## config.mk

```make
export PLATFORM = sky130hd
export DESIGN_NAME = standby_wake_seq
export DESIGN_NICKNAME = d
export VERILOG_FILES = /design/src/rtl/wake_seq_pkg.sv /design/src/rtl/wake_edge_sync.sv /design/src/rtl/wake_select.sv /design/src/rtl/settle_timer.sv /design/src/rtl/standby_wake_seq.sv
export SDC_FILE = /design/constraint.sdc
export NUM_CORES = 1
export LEC_CHECK = 0
export BUFFER_PORTS_ARGS = -buffer_cell sky130_fd_sc_hd__buf_2
export CELL_PAD_IN_SITES_DETAIL_PLACEMENT = 1
export CELL_PAD_IN_SITES_GLOBAL_PLACEMENT = 2
export CORE_MARGIN = 3
export CORE_UTILIZATION = 33
export DETAILED_ROUTE_END_ITERATION = 8
export GPL_ROUTABILITY_DRIVEN = 0
export PLACE_DENSITY = 0.8
export SYNTH_ARGS = -nofsm -noshare
export SYNTH_HDL_FRONTEND = slang
export SYNTH_SLANG_ARGS = --single-unit
```

## constraint.sdc

```tcl
create_clock -name clk -period 2.8 [get_ports clk]
set_input_delay 0.28 -clock clk [delete_from_list [all_inputs] [get_ports clk]]
set_output_delay 0.28 -clock clk [all_outputs]
set_load 0.01 [all_outputs]
```

## src/rtl/wake_seq_pkg.sv

```systemverilog
package wake_seq_pkg;

    typedef enum logic [2:0] {
        ST_RUN       = 3'd0,
        ST_SW_STBY   = 3'd1,
        ST_SETTLE    = 3'd2,
        ST_RST_HOLD  = 3'd3,
        ST_HW_STBY   = 3'd4
    } wake_state_t;

endpackage

```

## src/rtl/wake_edge_sync.sv

```systemverilog
module wake_edge_sync #(
    parameter int WIDTH  = 13,
    parameter int STAGES = 2
) (
    input  logic             clk,
    input  logic             rst_n,
    input  logic [WIDTH-1:0] async_in,
    output logic [WIDTH-1:0] rise
);
    // stages 0..STAGES-1 synchronize, the last one holds the previous value
    logic [WIDTH-1:0] pipe [STAGES+1];

    always_ff @(posedge clk or negedge rst_n) begin
        if (!rst_n) begin
            for (int i = 0; i <= STAGES; i++) pipe[i] <= '0;
        end else begin
            pipe[0] <= async_in;
            for (int i = 1; i <= STAGES; i++) pipe[i] <= pipe[i-1];
        end
    end

    assign rise = pipe[STAGES-1] & ~pipe[STAGES];

endmodule

```

## src/rtl/wake_select.sv

```systemverilog
module wake_select #(
    parameter int NUM_IRQ = 12,
    parameter int CAUSE_W = $clog2(NUM_IRQ + 1)
) (
    input  logic               nmi_rise,
    input  logic [NUM_IRQ-1:0] irq_rise,
    input  logic [NUM_IRQ-1:0] irq_wake_en,
    input  logic [NUM_IRQ-1:0] irq_en,
    input  logic [NUM_IRQ-1:0] irq_cpu_mask,
    input  logic [NUM_IRQ-1:0] irq_dma_route,
    output logic               wake_hit,
    output logic [CAUSE_W-1:0] wake_id
);
    logic [NUM_IRQ-1:0] qualified;

    always_comb begin
        qualified = irq_rise & irq_wake_en & irq_en & ~irq_cpu_mask & ~irq_dma_route;
        wake_hit  = nmi_rise | (|qualified);
        wake_id   = '0;
        if (nmi_rise) begin
            wake_id = CAUSE_W'(NUM_IRQ);
        end else begin
            // scan downward so the lowest set index is the one kept
            for (int i = NUM_IRQ - 1; i >= 0; i--) begin
                if (qualified[i]) wake_id = CAUSE_W'(i);
            end
        end
    end

endmodule

```

## src/rtl/settle_timer.sv

```systemverilog
module settle_timer #(
    parameter int CODE_W     = 5,
    parameter int BASE_SHIFT = 6,
    parameter int MAX_CODE   = 15
) (
    input  logic              clk,
    input  logic              rst_n,
    input  logic              load,
    input  logic              run,
    input  logic [CODE_W-1:0] settle_sel,
    output logic              done
);
    localparam int CNT_W = MAX_CODE + BASE_SHIFT + 1;
    localparam logic [CNT_W-1:0] MAX_LOAD = (CNT_W'(1) << (MAX_CODE + BASE_SHIFT)) - CNT_W'(1);

    logic [CODE_W-1:0] eff_code;
    logic [CNT_W-1:0]  load_val;
    logic [CNT_W-1:0]  cnt;

    always_comb begin
        eff_code = (32'(settle_sel) > MAX_CODE) ? CODE_W'(MAX_CODE) : settle_sel;
        load_val = (CNT_W'(1) << (32'(eff_code) + BASE_SHIFT)) - CNT_W'(1);
    end

    always_ff @(posedge clk or negedge rst_n) begin
        if (!rst_n)                 cnt <= '0;
        else if (load)              cnt <= load_val;
        else if (run && cnt != '0)  cnt <= cnt - CNT_W'(1);
    end

    assign done = (cnt == '0);

    // countdown never holds more than the clamped maximum window
    assert_count_bound_R6: assert property (@(posedge clk) disable iff (!rst_n)
        cnt <= MAX_LOAD);

endmodule

```

## src/rtl/standby_wake_seq.sv

```systemverilog
module standby_wake_seq
    import wake_seq_pkg::*;
#(
    parameter int NUM_IRQ     = 12,
    parameter int CODE_W      = 5,
    parameter int BASE_SHIFT  = 6,
    parameter int MAX_CODE    = 15,
    parameter int SYNC_STAGES = 2,
    parameter int CAUSE_W     = $clog2(NUM_IRQ + 1)
) (
    input  logic               clk,
    input  logic               rst_n,
    input  logic               standby_enter,
    input  logic               nmi_in,
    input  logic [NUM_IRQ-1:0] irq_in,
    input  logic [NUM_IRQ-1:0] irq_wake_en,
    input  logic [NUM_IRQ-1:0] irq_en,
    input  logic [NUM_IRQ-1:0] irq_cpu_mask,
    input  logic [NUM_IRQ-1:0] irq_dma_route,
    input  logic [CODE_W-1:0]  settle_sel,
    input  logic               ext_rst_n,
    input  logic               hw_off_n,
    output logic               osc_en,
    output logic               clk_release,
    output logic               hw_off,
    output logic               irq_start,
    output logic               reset_start,
    output logic [CAUSE_W-1:0] wake_cause
);
    localparam int SRC_W = NUM_IRQ + 1;

    wake_state_t        state, state_nx;
    logic [SRC_W-1:0]   src_rise;
    logic               wake_hit;
    logic [CAUSE_W-1:0] wake_id;
    logic               tmr_done;
    logic               tmr_load;
    logic               fire_irq, fire_rst;

    wake_edge_sync #(.WIDTH(SRC_W), .STAGES(SYNC_STAGES)) u_sync (
        .clk      (clk),
        .rst_n    (rst_n),
        .async_in ({nmi_in, irq_in}),
        .rise     (src_rise)
    );

    wake_select #(.NUM_IRQ(NUM_IRQ), .CAUSE_W(CAUSE_W)) u_select (
        .nmi_rise      (src_rise[NUM_IRQ]),
        .irq_rise      (src_rise[NUM_IRQ-1:0]),
        .irq_wake_en   (irq_wake_en),
        .irq_en        (irq_en),
        .irq_cpu_mask  (irq_cpu_mask),
        .irq_dma_route (irq_dma_route),
        .wake_hit      (wake_hit),
        .wake_id       (wake_id)
    );

    settle_timer #(.CODE_W(CODE_W), .BASE_SHIFT(BASE_SHIFT), .MAX_CODE(MAX_CODE)) u_timer (
        .clk        (clk),
        .rst_n      (rst_n),
        .load       (tmr_load),
        .run        (state == ST_SETTLE),
        .settle_sel (settle_sel),
        .done       (tmr_done)
    );

    // next-state: hardware-off pin, then reset pin, then wake sources
    always_comb begin
        state_nx = state;
        fire_irq = 1'b0;
        fire_rst = 1'b0;
        if (!hw_off_n) begin
            state_nx = ST_HW_STBY;
        end else begin
            unique case (state)
                ST_RUN: begin
                    if (!ext_rst_n)         state_nx = ST_RST_HOLD;
                    else if (standby_enter) state_nx = ST_SW_STBY;
                end
                ST_SW_STBY: begin
                    if (!ext_rst_n)         state_nx = ST_RST_HOLD;
                    else if (wake_hit)      state_nx = ST_SETTLE;
                end
                ST_SETTLE: begin
                    if (!ext_rst_n) begin
                        state_nx = ST_RST_HOLD;
                    end else if (tmr_done) begin
                        state_nx = ST_RUN;
                        fire_irq = 1'b1;
                    end
                end
                ST_RST_HOLD: begin
                    if (ext_rst_n) begin
                        state_nx = ST_RUN;
                        fire_rst = 1'b1;
                    end
                end
                ST_HW_STBY: state_nx = ST_RST_HOLD;
                default:    state_nx = ST_RUN;
            endcase
        end
    end

    assign tmr_load = (state == ST_SW_STBY) && (state_nx == ST_SETTLE);

    always_ff @(posedge clk or negedge rst_n) begin
        if (!rst_n) begin
            state       <= ST_RUN;
            irq_start   <= 1'b0;
            reset_start <= 1'b0;
            wake_cause  <= '0;
        end else begin
            state       <= state_nx;
            irq_start   <= fire_irq;
            reset_start <= fire_rst;
            if (tmr_load) wake_cause <= wake_id;
        end
    end

    always_comb begin
        osc_en      = 1'b0;
        clk_release = 1'b0;
        hw_off      = 1'b0;
        unique case (state)
            ST_RUN:      begin osc_en = 1'b1; clk_release = 1'b1; end
            ST_SW_STBY:  ;
            ST_SETTLE:   osc_en = 1'b1;
            ST_RST_HOLD: begin osc_en = 1'b1; clk_release = 1'b1; end
            ST_HW_STBY:  hw_off = 1'b1;
            default:     ;
        endcase
    end

    assert_irq_pulse_R7: assert property (@(posedge clk) disable iff (!rst_n)
        irq_start |=> !irq_start);

    assert_irq_after_settle_R5: assert property (@(posedge clk) disable iff (!rst_n)
        irq_start |-> $past(state) == ST_SETTLE);

    assert_cause_held_R7: assert property (@(posedge clk) disable iff (!rst_n)
        (state == ST_SETTLE) |=> $stable(wake_cause));

    assert_reset_pulse_R10: assert property (@(posedge clk) disable iff (!rst_n)
        reset_start |-> ($past(ext_rst_n) && $past(state) == ST_RST_HOLD));

    assert_reset_clocks_R9: assert property (@(posedge clk) disable iff (!rst_n)
        (hw_off_n && !ext_rst_n && state != ST_HW_STBY) |=> (osc_en && clk_release));

    assert_hw_off_R11: assert property (@(posedge clk) disable iff (!rst_n)
        !hw_off_n |=> (hw_off && !osc_en && !clk_release));

endmodule

```

# After elaboration in Yosys (flattened, before gate mapping)
# Cells that the tools add are included.
op_classes:
  add_sub_neg: 3
  n_lt_le_gt_ge: 1
  eq_ne: 5
  n_shift: 1
  n_mux: 35
  n_bitwise: 9
  n_reduce_logical: 9
op_table:
  columns: ["operator", "n"]
  rows:
  - ["$mux W4", 13]
  - ["$and A12 B12 Y12", 4]
  - ["$mux W22", 2]
  - ["$shl A1 B32 Y22 const A", 1]
  - ["$mux W3", 8]
  - ["$not A12 Y12", 2]
  - ["$logic_not A22 Y1", 1]
  - ["$reduce_bool A22 Y1", 1]
  - ["$sub A22 B1 Y22 const B", 1]
  - ["$sub A22 B2 Y22 const B", 1]
  - ["$pmux W3 S5", 1]
  - ["$and A13 B13 Y13", 1]
  - ["$not A13 Y13", 1]
  - ["$reduce_or A12 Y1", 1]
  - ["$mux W1", 10]
  - ["$eq A3 B2 Y1 const B", 3]
  - ["$add A5 B3 Y6 const B", 1]
  - ["$gt A5 B4 Y1 const B", 1]
  - ["$mux W5", 1]
  - ["$eq A3 B1 Y1 const B", 1]
  - ["$eq A3 B3 Y1 const B", 1]
  - ["$logic_not A3 Y1", 1]
  - ["$reduce_or A3 Y1", 1]
  - ["$logic_and A1 B1 Y1", 2]
  - ["3 further kinds", 3]
totals:
  reg_bits: 70
  in_bits: 71
  output_inout_bits: 9
  word_cells: 71

# Longest topological paths before layout
# Gate-level depths: netlist of run 1.
logic_depth:
  word_depth: 19
  mapped_depth: 9

# By module
# From an unflattened synthesis of run 1, not the netlist that was laid out.
hier_totals:
  cells_unflattened: 327
  area_unflattened_um2: 3621.0
by_module_without_submodules:
  columns: ["mod", "n_inst", "cells_per_inst", "area_each_um2", "seq_area_each_um2"]
  rows:
  - ["settle_timer", 1, 189, 1684.1, 550.5]
  - ["wake_edge_sync", 1, 52, 1154.9, 975.9]
  - ["standby_wake_seq", 1, 39, 462.9, 225.2]
  - ["wake_select", 1, 47, 319.1, 0.0]

# Least setup slack after synthesis of run 1
# No wires, ideal clock.
synth_path:
  path_type: "register to register"
  from: "reg state[0]"
  to: "reg u_timer.cnt[5]"
  setup_ns: 0.120
  arrival_time_ns: 2.056
  required_time_ns: 2.680
  path_slack_ns: 0.624
  path_stages_with_launch: 8
  synth_period_minus_slack_ns: 2.176
  path_cell_list: "dfrtp_1 or3b_1 or4_1 buf_2 a21o_1 or3_1 xor2_1 nand2_1"
synth_via:
  elab_chain_cells: 7
  word_cells_on_any_way: 19
  cone_classes: "5 x eq/ne; 10 x mux; 4 x reduce/logical"
synth_lines:
  columns: ["item", "line", "rtl"]
  rows:
  - ["start: declaration", "standby_wake_seq.sv:32", "wake_state_t state, state_nx;"]
  - ["start signal: assignment", "standby_wake_seq.sv:113", "state <= state_nx;"]
  - ["$mux W3, on equally long branches", "standby_wake_seq.sv:87, standby_wake_seq.sv:78, standby_wake_seq.sv:82", null]
  - ["$mux W3, on equally long branches", "standby_wake_seq.sv:85, standby_wake_seq.sv:77, standby_wake_seq.sv:81", null]
  - ["$pmux W3 S5", "standby_wake_seq.sv:75", "unique case (state)"]
  - ["$mux W3", "standby_wake_seq.sv:72", "if (!hw_off_n) begin"]
  - ["$eq A3 B2 Y1", "standby_wake_seq.sv:104", "assign tmr_load = (state == ST_SW_STBY) && (state_nx == ST_SETTLE);"]
  - ["$logic_and A1 B1 Y1", "standby_wake_seq.sv:104", null]
  - ["$mux W22 / $reduce_bool A2 Y1 (equally long branches)", null, null]
  - ["end signal: assignment", "settle_timer.sv:27", "else if (load) cnt <= load_val;"]
  - ["end signal: assignment", "settle_timer.sv:28", "else if (run && cnt != '0) cnt <= cnt - CNT_W'(1);"]
  - ["end: declaration", "settle_timer.sv:18", "logic [CNT_W-1:0] cnt;"]
# Parallel ways exist; a longest one is shown, timed or not.
# A chain may end at the register's enable or synchronous reset.

# Final worst setup path of run 1
layout_path:
  from: "reg u_sync.pipe[16] in the netlist's numbering"
  to: "reg u_timer.cnt[9]"
layout_via:
  elab_chain_cells: 14
  word_cells_on_any_way: 15
  cone_classes: "1 x eq/ne; 5 x mux; 6 x bitwise; 3 x reduce/logical"
layout_lines:
  columns: ["item", "line", "rtl"]
  rows:
  - ["start: declaration", "wake_edge_sync.sv:11", "logic [WIDTH-1:0] pipe [STAGES+1];"]
  - ["$and A13 B13 Y13 (*)", "wake_edge_sync.sv:22", "assign rise = pipe[STAGES-1] & ~pipe[STAGES];"]
  - ["$and A12 B12 Y12 (*) (4 in series)", "wake_select.sv:17", "qualified = irq_rise & irq_wake_en & irq_en & ~irq_cpu_mask & ~irq_dma_route;"]
  - ["$reduce_or A12 Y1 (*)", "wake_select.sv:18", "wake_hit = nmi_rise | (|qualified);"]
  - ["$or A1 B1 Y1 (*)", "wake_select.sv:18", null]
  - ["$mux W3 (*)", "standby_wake_seq.sv:82", "else if (wake_hit) state_nx = ST_SETTLE;"]
  - ["$mux W3 (*)", "standby_wake_seq.sv:81", "if (!ext_rst_n) state_nx = ST_RST_HOLD;"]
  - ["$pmux W3 S5 (*)", "standby_wake_seq.sv:75", null]
  - ["$mux W3 (*)", "standby_wake_seq.sv:72", null]
  - ["$eq A3 B2 Y1 (*)", "standby_wake_seq.sv:104", null]
  - ["$logic_and A1 B1 Y1 (*)", "standby_wake_seq.sv:104", null]
  - ["$mux W22 / $reduce_bool A2 Y1 (equally long branches)", null, null]
# Mark *: on every way between the ends. The rest lies on a longest branch, timed or not.

==> flow_summary.toml, run 1 <==
[cts]
cts_tree = "done"
clk_latency_ps = 340
cts_buffer_depth = 2
cts_sinks = 70
cts_hold_buf = 0
cts_root_buffer = "clkbuf_8"
cts.clk_slew.worst_paths_ps = 80
htreeDepth = 3
cts_buffers = 9
cts_setup_buffers = 0
ctsResizeCount = 0

[synth]
synth_top_area_share_pct = 54.2
synth_edf_count = 0
synth_area_leader_cell = "dfrtp_1"
synth_cell_type_count = 52
syn_inst = 306
ys_async_sr_fraction_pct = 100
syn_area_per_cell_um2 = 10.6
syn-cell-area_um2 = 3230
synth_seq_cells = 70
ys_warn_count = 0
yosys_most_used_dff = "dfrtp_1"
yosys-top-cells-area = "dfrtp_1 54%, nor3_1 4.0%, mux2i_1 3.7%"
yosysSeqAreaShare_pct = 54.2

[die]
initial_core_util_pct = 34.5
num_io_pins = 80
die_h_um = 105
die_area_um2 = 11000
coreArea_um2 = 9370
num_rows = 35
dieWidth_um = 105

[cells_and_area]
drive_above_1_share_pct = 27.2
nets = 465
mostFrequentLayoutCell = "buf_2"
area_growth_pct = 23.8
fin_area_um2 = 4000
multi_input_area_um2 = 1420
finalNonFillerCells = 526
fillCellCount = 1099
regArea_um2 = 1750
diodes = 0
final_cell_mix = "79 x buf_2, 70 x dfrtp_1, 27 x nor2_1"

[timing]
tightestPinTransition_ps = 804
fmax_mhz = 415
finClkSkew_ps = 7.56
slew_headroom_pct = 46.4
fin_crit_sh_pct = 86.2
slew_violations = 0
rsz0062_at_grt = "false"
hold_ws_ps = 18.0
period_minus_slack_ps = 2410
hold_viol_final = 0
tns_ps = 0
setup_viol_count_final = 0

[critical_path]
worst_setup_path_end_kind = "flip-flop"
crit_chain = "nand4b_1 -> nor3_1 -> or4b_1 -> and4b_1 -> nand2b_1 -> buf_4 -> mux2i_1"
cp.depth = 7
startpoint = "u_sync.pipe[16]$_DFF_PN0_"
ff2ff_path_depth = 7
reg2reg_to = "u_timer.cnt[9]$_DFFE_PN0P_"
cp_slowest_cell = "or4b_1"
cp-start-kind = "flip-flop"
worstPathRequired_ps = 3060
cp_slowest_stage_delay_ps = 560
crit_arrival_ps = 2670
r2r_slack_ps = 390
path_class = "flip-flop to flip-flop"
cp-endpoint = "u_timer.cnt[9]$_DFFE_PN0P_"
cp_top_family = "simple AND/OR/NAND/NOR gates"
crit_buf_inv = 1
regToRegStartpoint = "u_sync.pipe[16]$_DFF_PN0_"
critPathMaxFanout = 13

[drt]
wl_per_cell_um = 16.1
vias = 2682
via_per_inst = 5.10
finalWirelength_um = 8490
ant_nets = 0
initialDrtViolationCount = 118
drc_errors = 0
drt-pass1-iter-count = 4

[job]
cap_violations = 0

[power]
ir_worst_vdd_mv = 0.382
p_per_area_nw_per_um2 = 626
p_leak_nw = 1.72

[min_path]
hp-class = "primary input to asynchronous set/reset pin"

[global_route]
grt_max_degree = 38
grt.busiest_layer = "met2"
grt_first_pass_wirelength_um = 14500
gr-usage-all-layers_pct = 16.6
grt_pass1_vias = 2871
grt_overflow_total = 0
grtUsageMet3_pct = 4.20
antenna_found_initial = 0
grtUsageMet1_pct = 20.9
met2_usage_pct = 28.4

[placed_design]
hpwl_um = 6570
placedCellCount = 510
io_buffers = 79
placed_cell_area_um2 = 3800

[run_status]
status = "complete, no violations"
## synthesized netlist by cell type (2+ instances only)
cell        n
a2111oi_0   2
a211o_1     3
a211oi_1    2
a21oi_1    13
a22oi_1     3
a31oi_1     3
a41oi_1     2
buf_2       2
buf_4       2
clkbuf_1    8
dfrtp_1    70
ha_1        2
inv_1       4
mux2_2      2
mux2i_1    12
nand2_1    24
nand2b_1    5
nand3_1     4
nand4_1     4
nand4b_1   12
nor2_1     27
nor2b_1     4
nor3_1     26
nor4_1      8
o211ai_1    2
o21ai_0     8
or2_2       3
or3_1       7
or4_1       3
xnor2_1    13
xor2_1      5
## power by group
group / switching, mW / internal, mW
Clock: 0.384 / 0.436
Combinational: 0.205 / 0.198
Sequential: 0.133 / 1.15
## worst min-delay path by stage
stage,cells past startpoint,startpoint,slack [ps],to
after floorplan,0,rst_n,-20,irq_start$_DFF_PN0_
after global placement,0,u_sync.pipe[27]$_DFF_PN0_,330,u_sync.pipe[14]$_DFF_PN0_
after detailed placement,0,u_sync.pipe[29]$_DFF_PN0_,340,u_sync.pipe[16]$_DFF_PN0_
after CTS,1,irq_in[6],20,u_sync.pipe[32]$_DFF_PN0_
after global routing,1,irq_in[10],0.3,u_sync.pipe[36]$_DFF_PN0_
final,1,rst_n,20,u_sync.pipe[32]$_DFF_PN0_
## registers in the layout, summed over array words and instances (netlist names)
signal and flops:
wake_cause 4, u_timer.cnt 22, reset_start 1, irq_start 1, u_sync.pipe 39, state 3
## metal layers
layer | vias up | share of wire (%)
met1 | 1342 | 46
li1 | 1295 | -
met2 | 37 | 51
met4 | 0 | 1.2
met3 | 8 | 2.6
met5 | - | 0
## stage by stage
step	utilization (%)	setup WS [ps]	total power [mW]
3_3_place_gp	40.6	491	1.69
5_1_grt	42.7	209	2.68
6_report	42.7	388	2.51
3_5_place_dp	40.6	395	1.71
4_1_cts	42.7	373	2.54
2_1_floorplan	-	624	1.53
## cells by family (layout without fill, tap and decap cells)
group,after synthesis,in the layout,synth area share [%]
xor+xnor,18,18,4.88
mux,14,14,4.41
other cells,1,2,0.116
compound gates,48,48,9.95
simple gates,137,137,23.5
fa+ha+maj,2,2,0.774
buf+inv,16,106,2.17
flops,70,70,54.2
## cell type report
cell class | instances | area share, %
flip-flops and latches | 70 | 43.8
clock inverters | 5 | 1.47
inverters | 4 | 0.375
well taps | 129 | 4.03
repair buffers | 86 | 11.5
multi-input cells | 221 | 35.3
clock buffers | 11 | 3.53
No activity file was read; power rests on OpenSTA's default activity.
==> run 2: changes to the inputs <==
--- a/config.mk
+++ b/config.mk
@@ -10,2 +10,3 @@
 export CELL_PAD_IN_SITES_GLOBAL_PLACEMENT = 2
+export CORE_ASPECT_RATIO = 1.2
 export CORE_MARGIN = 3
==> constraint.sdc (replaced) <==
create_clock -name clk -period 2.8 [get_ports clk]
set_input_delay 0.56 -clock clk [delete_from_list [all_inputs] [get_ports clk]]
set_output_delay 0.56 -clock clk [all_outputs]
set_load 0.01 [all_outputs]
==> run 2 against run 1 <==
Via count decreased by 1.3%. Clock skew rose by 3.6 ps. Setup slack gained 24 ps. Power is 4.6% lower. Critical endpoint is now u_timer.cnt[5]$_DFFE_PN0P_.
==> flow_summary.toml, run 2 (synthesis gave the netlist of run 1 again) <==
[run_status]
status = "complete, no violations"

[die]
num_io_pins = 80
die_h_um = 114
coreArea_um2 = 9270
dieWidth_um = 96.4
die_area_um2 = 11000
num_rows = 38
initial_core_util_pct = 34.9

[critical_path]
r2r_slack_ps = 410
critPathMaxFanout = 9
ff2ff_path_depth = 6
worst_setup_path_end_kind = "flip-flop"
crit_arrival_ps = 2620
worstPathRequired_ps = 3030
cp-start-kind = "flip-flop"
path_class = "flip-flop to flip-flop"

[timing]
finClkSkew_ps = 11.1
tightestPinTransition_ps = 700
fin_crit_sh_pct = 85.3
hold_viol_final = 0
period_minus_slack_ps = 2390
slew_headroom_pct = 53.4
setup_viol_count_final = 0
fmax_mhz = 419
rsz0062_at_grt = "false"
slew_violations = 0
tns_ps = 0
setup_slack_ps = 412

[cells_and_area]
largest_reg_flops = 39
mostFrequentLayoutCell = "buf_2"
final_cell_mix = "79 x buf_2, 70 x dfrtp_1, 27 x nor2_1"
reg_top3 = "u_sync.pipe (39), u_timer.cnt (22), wake_cause (4)"
nets = 466
diodes = 0
drive_above_1_share_pct = 27.4
area_growth_pct = 22.9
fin_area_um2 = 3970
top_register = "u_sync.pipe"

[placed_design]
placed_cell_area_um2 = 3800
hpwl_um = 6380
pre_cts_ws_ps = 354
io_buffers = 79

[power]
power_frac_seq_pct = 53.8
ir_worst_vdd_mv = 0.287
swShare_pct = 30.0
p_leak_nw = 1.72
comb_power_share_pct = 16.5
pwr-share-clk_pct = 29.7
p_per_area_nw_per_um2 = 602
finalPower_mw = 2.39
p_switching_mw = 0.717
internal-power_mw = 1.67

[job]
cap_violations = 0

[global_route]
grt_max_degree = 41
grt_first_pass_wirelength_um = 13800
grt.busiest_layer = "met2"
grt_overflow_total = 0
met2_usage_pct = 27.6
grtUsageMet3_pct = 3.81
antenna_found_initial = 0
gr-usage-all-layers_pct = 16.5
grtUsageMet1_pct = 20.3
grt_pass1_vias = 2808

[drt]
wl_per_cell_um = 15.9
drc_errors = 0
finalWirelength_um = 8250
via_per_inst = 5.11
vias = 2647
ant_nets = 0
drt-pass1-iter-count = 4
initialDrtViolationCount = 70

[cts]
clk_latency_ps = 350
cts_buffers = 9
cts.clk_slew.worst_paths_ps = 70
ctsResizeCount = 0
htreeDepth = 3
cts_setup_buffers = 0
cts_hold_buf = 0
cts_sinks = 70
cts_root_buffer = "clkbuf_8"
cts_tree = "done"
cts_buffer_depth = 2

[min_path]
hp-class = "primary input to asynchronous set/reset pin"
==> run 2: cell count changes in the layout (fill, tap and decap cells not counted) <==
| cell | delta |
|---|---|
| clkbuf_8 | -1 |
| clkinv_4 | +1 |
| buf_4 | +1 |
| inv_6 | +1 |
| bufinv_16 | -1 |
==> run 2: through the flow <==
| stage | hold WS, ps | std cells | util [%] |
|---|---|---|---|
| 2_1_floorplan | 264 | 307 | - |
| 3_3_place_gp | 332 | 502 | 41.0 |
| 3_5_place_dp | 336 | 502 | 41.0 |
| 4_1_cts | 264 | 518 | 42.9 |
| 5_1_grt | 280 | 518 | 42.9 |
| 6_report | 248 | 518 | 42.9 |
==> run 2: power groups by stage <==
stage / logic [mW] / registers [mW] / clock network [mW]
after floorplan: 0.252 / 1.28 / 0
after global placement: 0.382 / 1.30 / 0
after detailed placement: 0.397 / 1.30 / 0
after CTS: 0.401 / 1.29 / 0.745
after global routing: 0.450 / 1.31 / 0.806
final: 0.394 / 1.29 / 0.712
==> run 2: worst paths after layout <==
check                                           from                          end
min                                            rst_n    u_sync.pipe[16]$_DFF_PN0_
min in group clk                           irq_in[5]    u_sync.pipe[31]$_DFF_PN0_
max reg2reg                       state[0]$_DFF_PN0_   u_timer.cnt[5]$_DFFE_PN0P_
max in group asynchronous                      rst_n  u_timer.cnt[16]$_DFFE_PN0P_
max                               state[0]$_DFF_PN0_   u_timer.cnt[5]$_DFFE_PN0P_
min reg2reg                u_sync.pipe[29]$_DFF_PN0_    u_sync.pipe[16]$_DFF_PN0_
==> run 2: final cells by class <==
type                    count  area, um^2
fillers                  1079        5300
flip-flops and latches     70        1750
multi-input cells         221        1420
repair buffers             87         468
well taps                 120         150
clock buffers              10         128
clock inverters             6        46.3
inverters                   4        15.0
==> run 2: worst max-delay path, stage by stage (launching register included) <==
cell and delay [ps]:
dfrtp_1 460, or3b_1 460, or4_1 550, a21o_1 240, or3_1 330, xor2_1 140, nand2_1 80
==> run 2: metal layers <==
| layer | part of all wire (%) | wire length (um) |
|---|---|---|
| met3 | 4.1 | 336 |
| met5 | 0 | 0 |
| met1 | 42 | 3430 |
| met2 | 53 | 4350 |
| met4 | 1.7 | 140 |
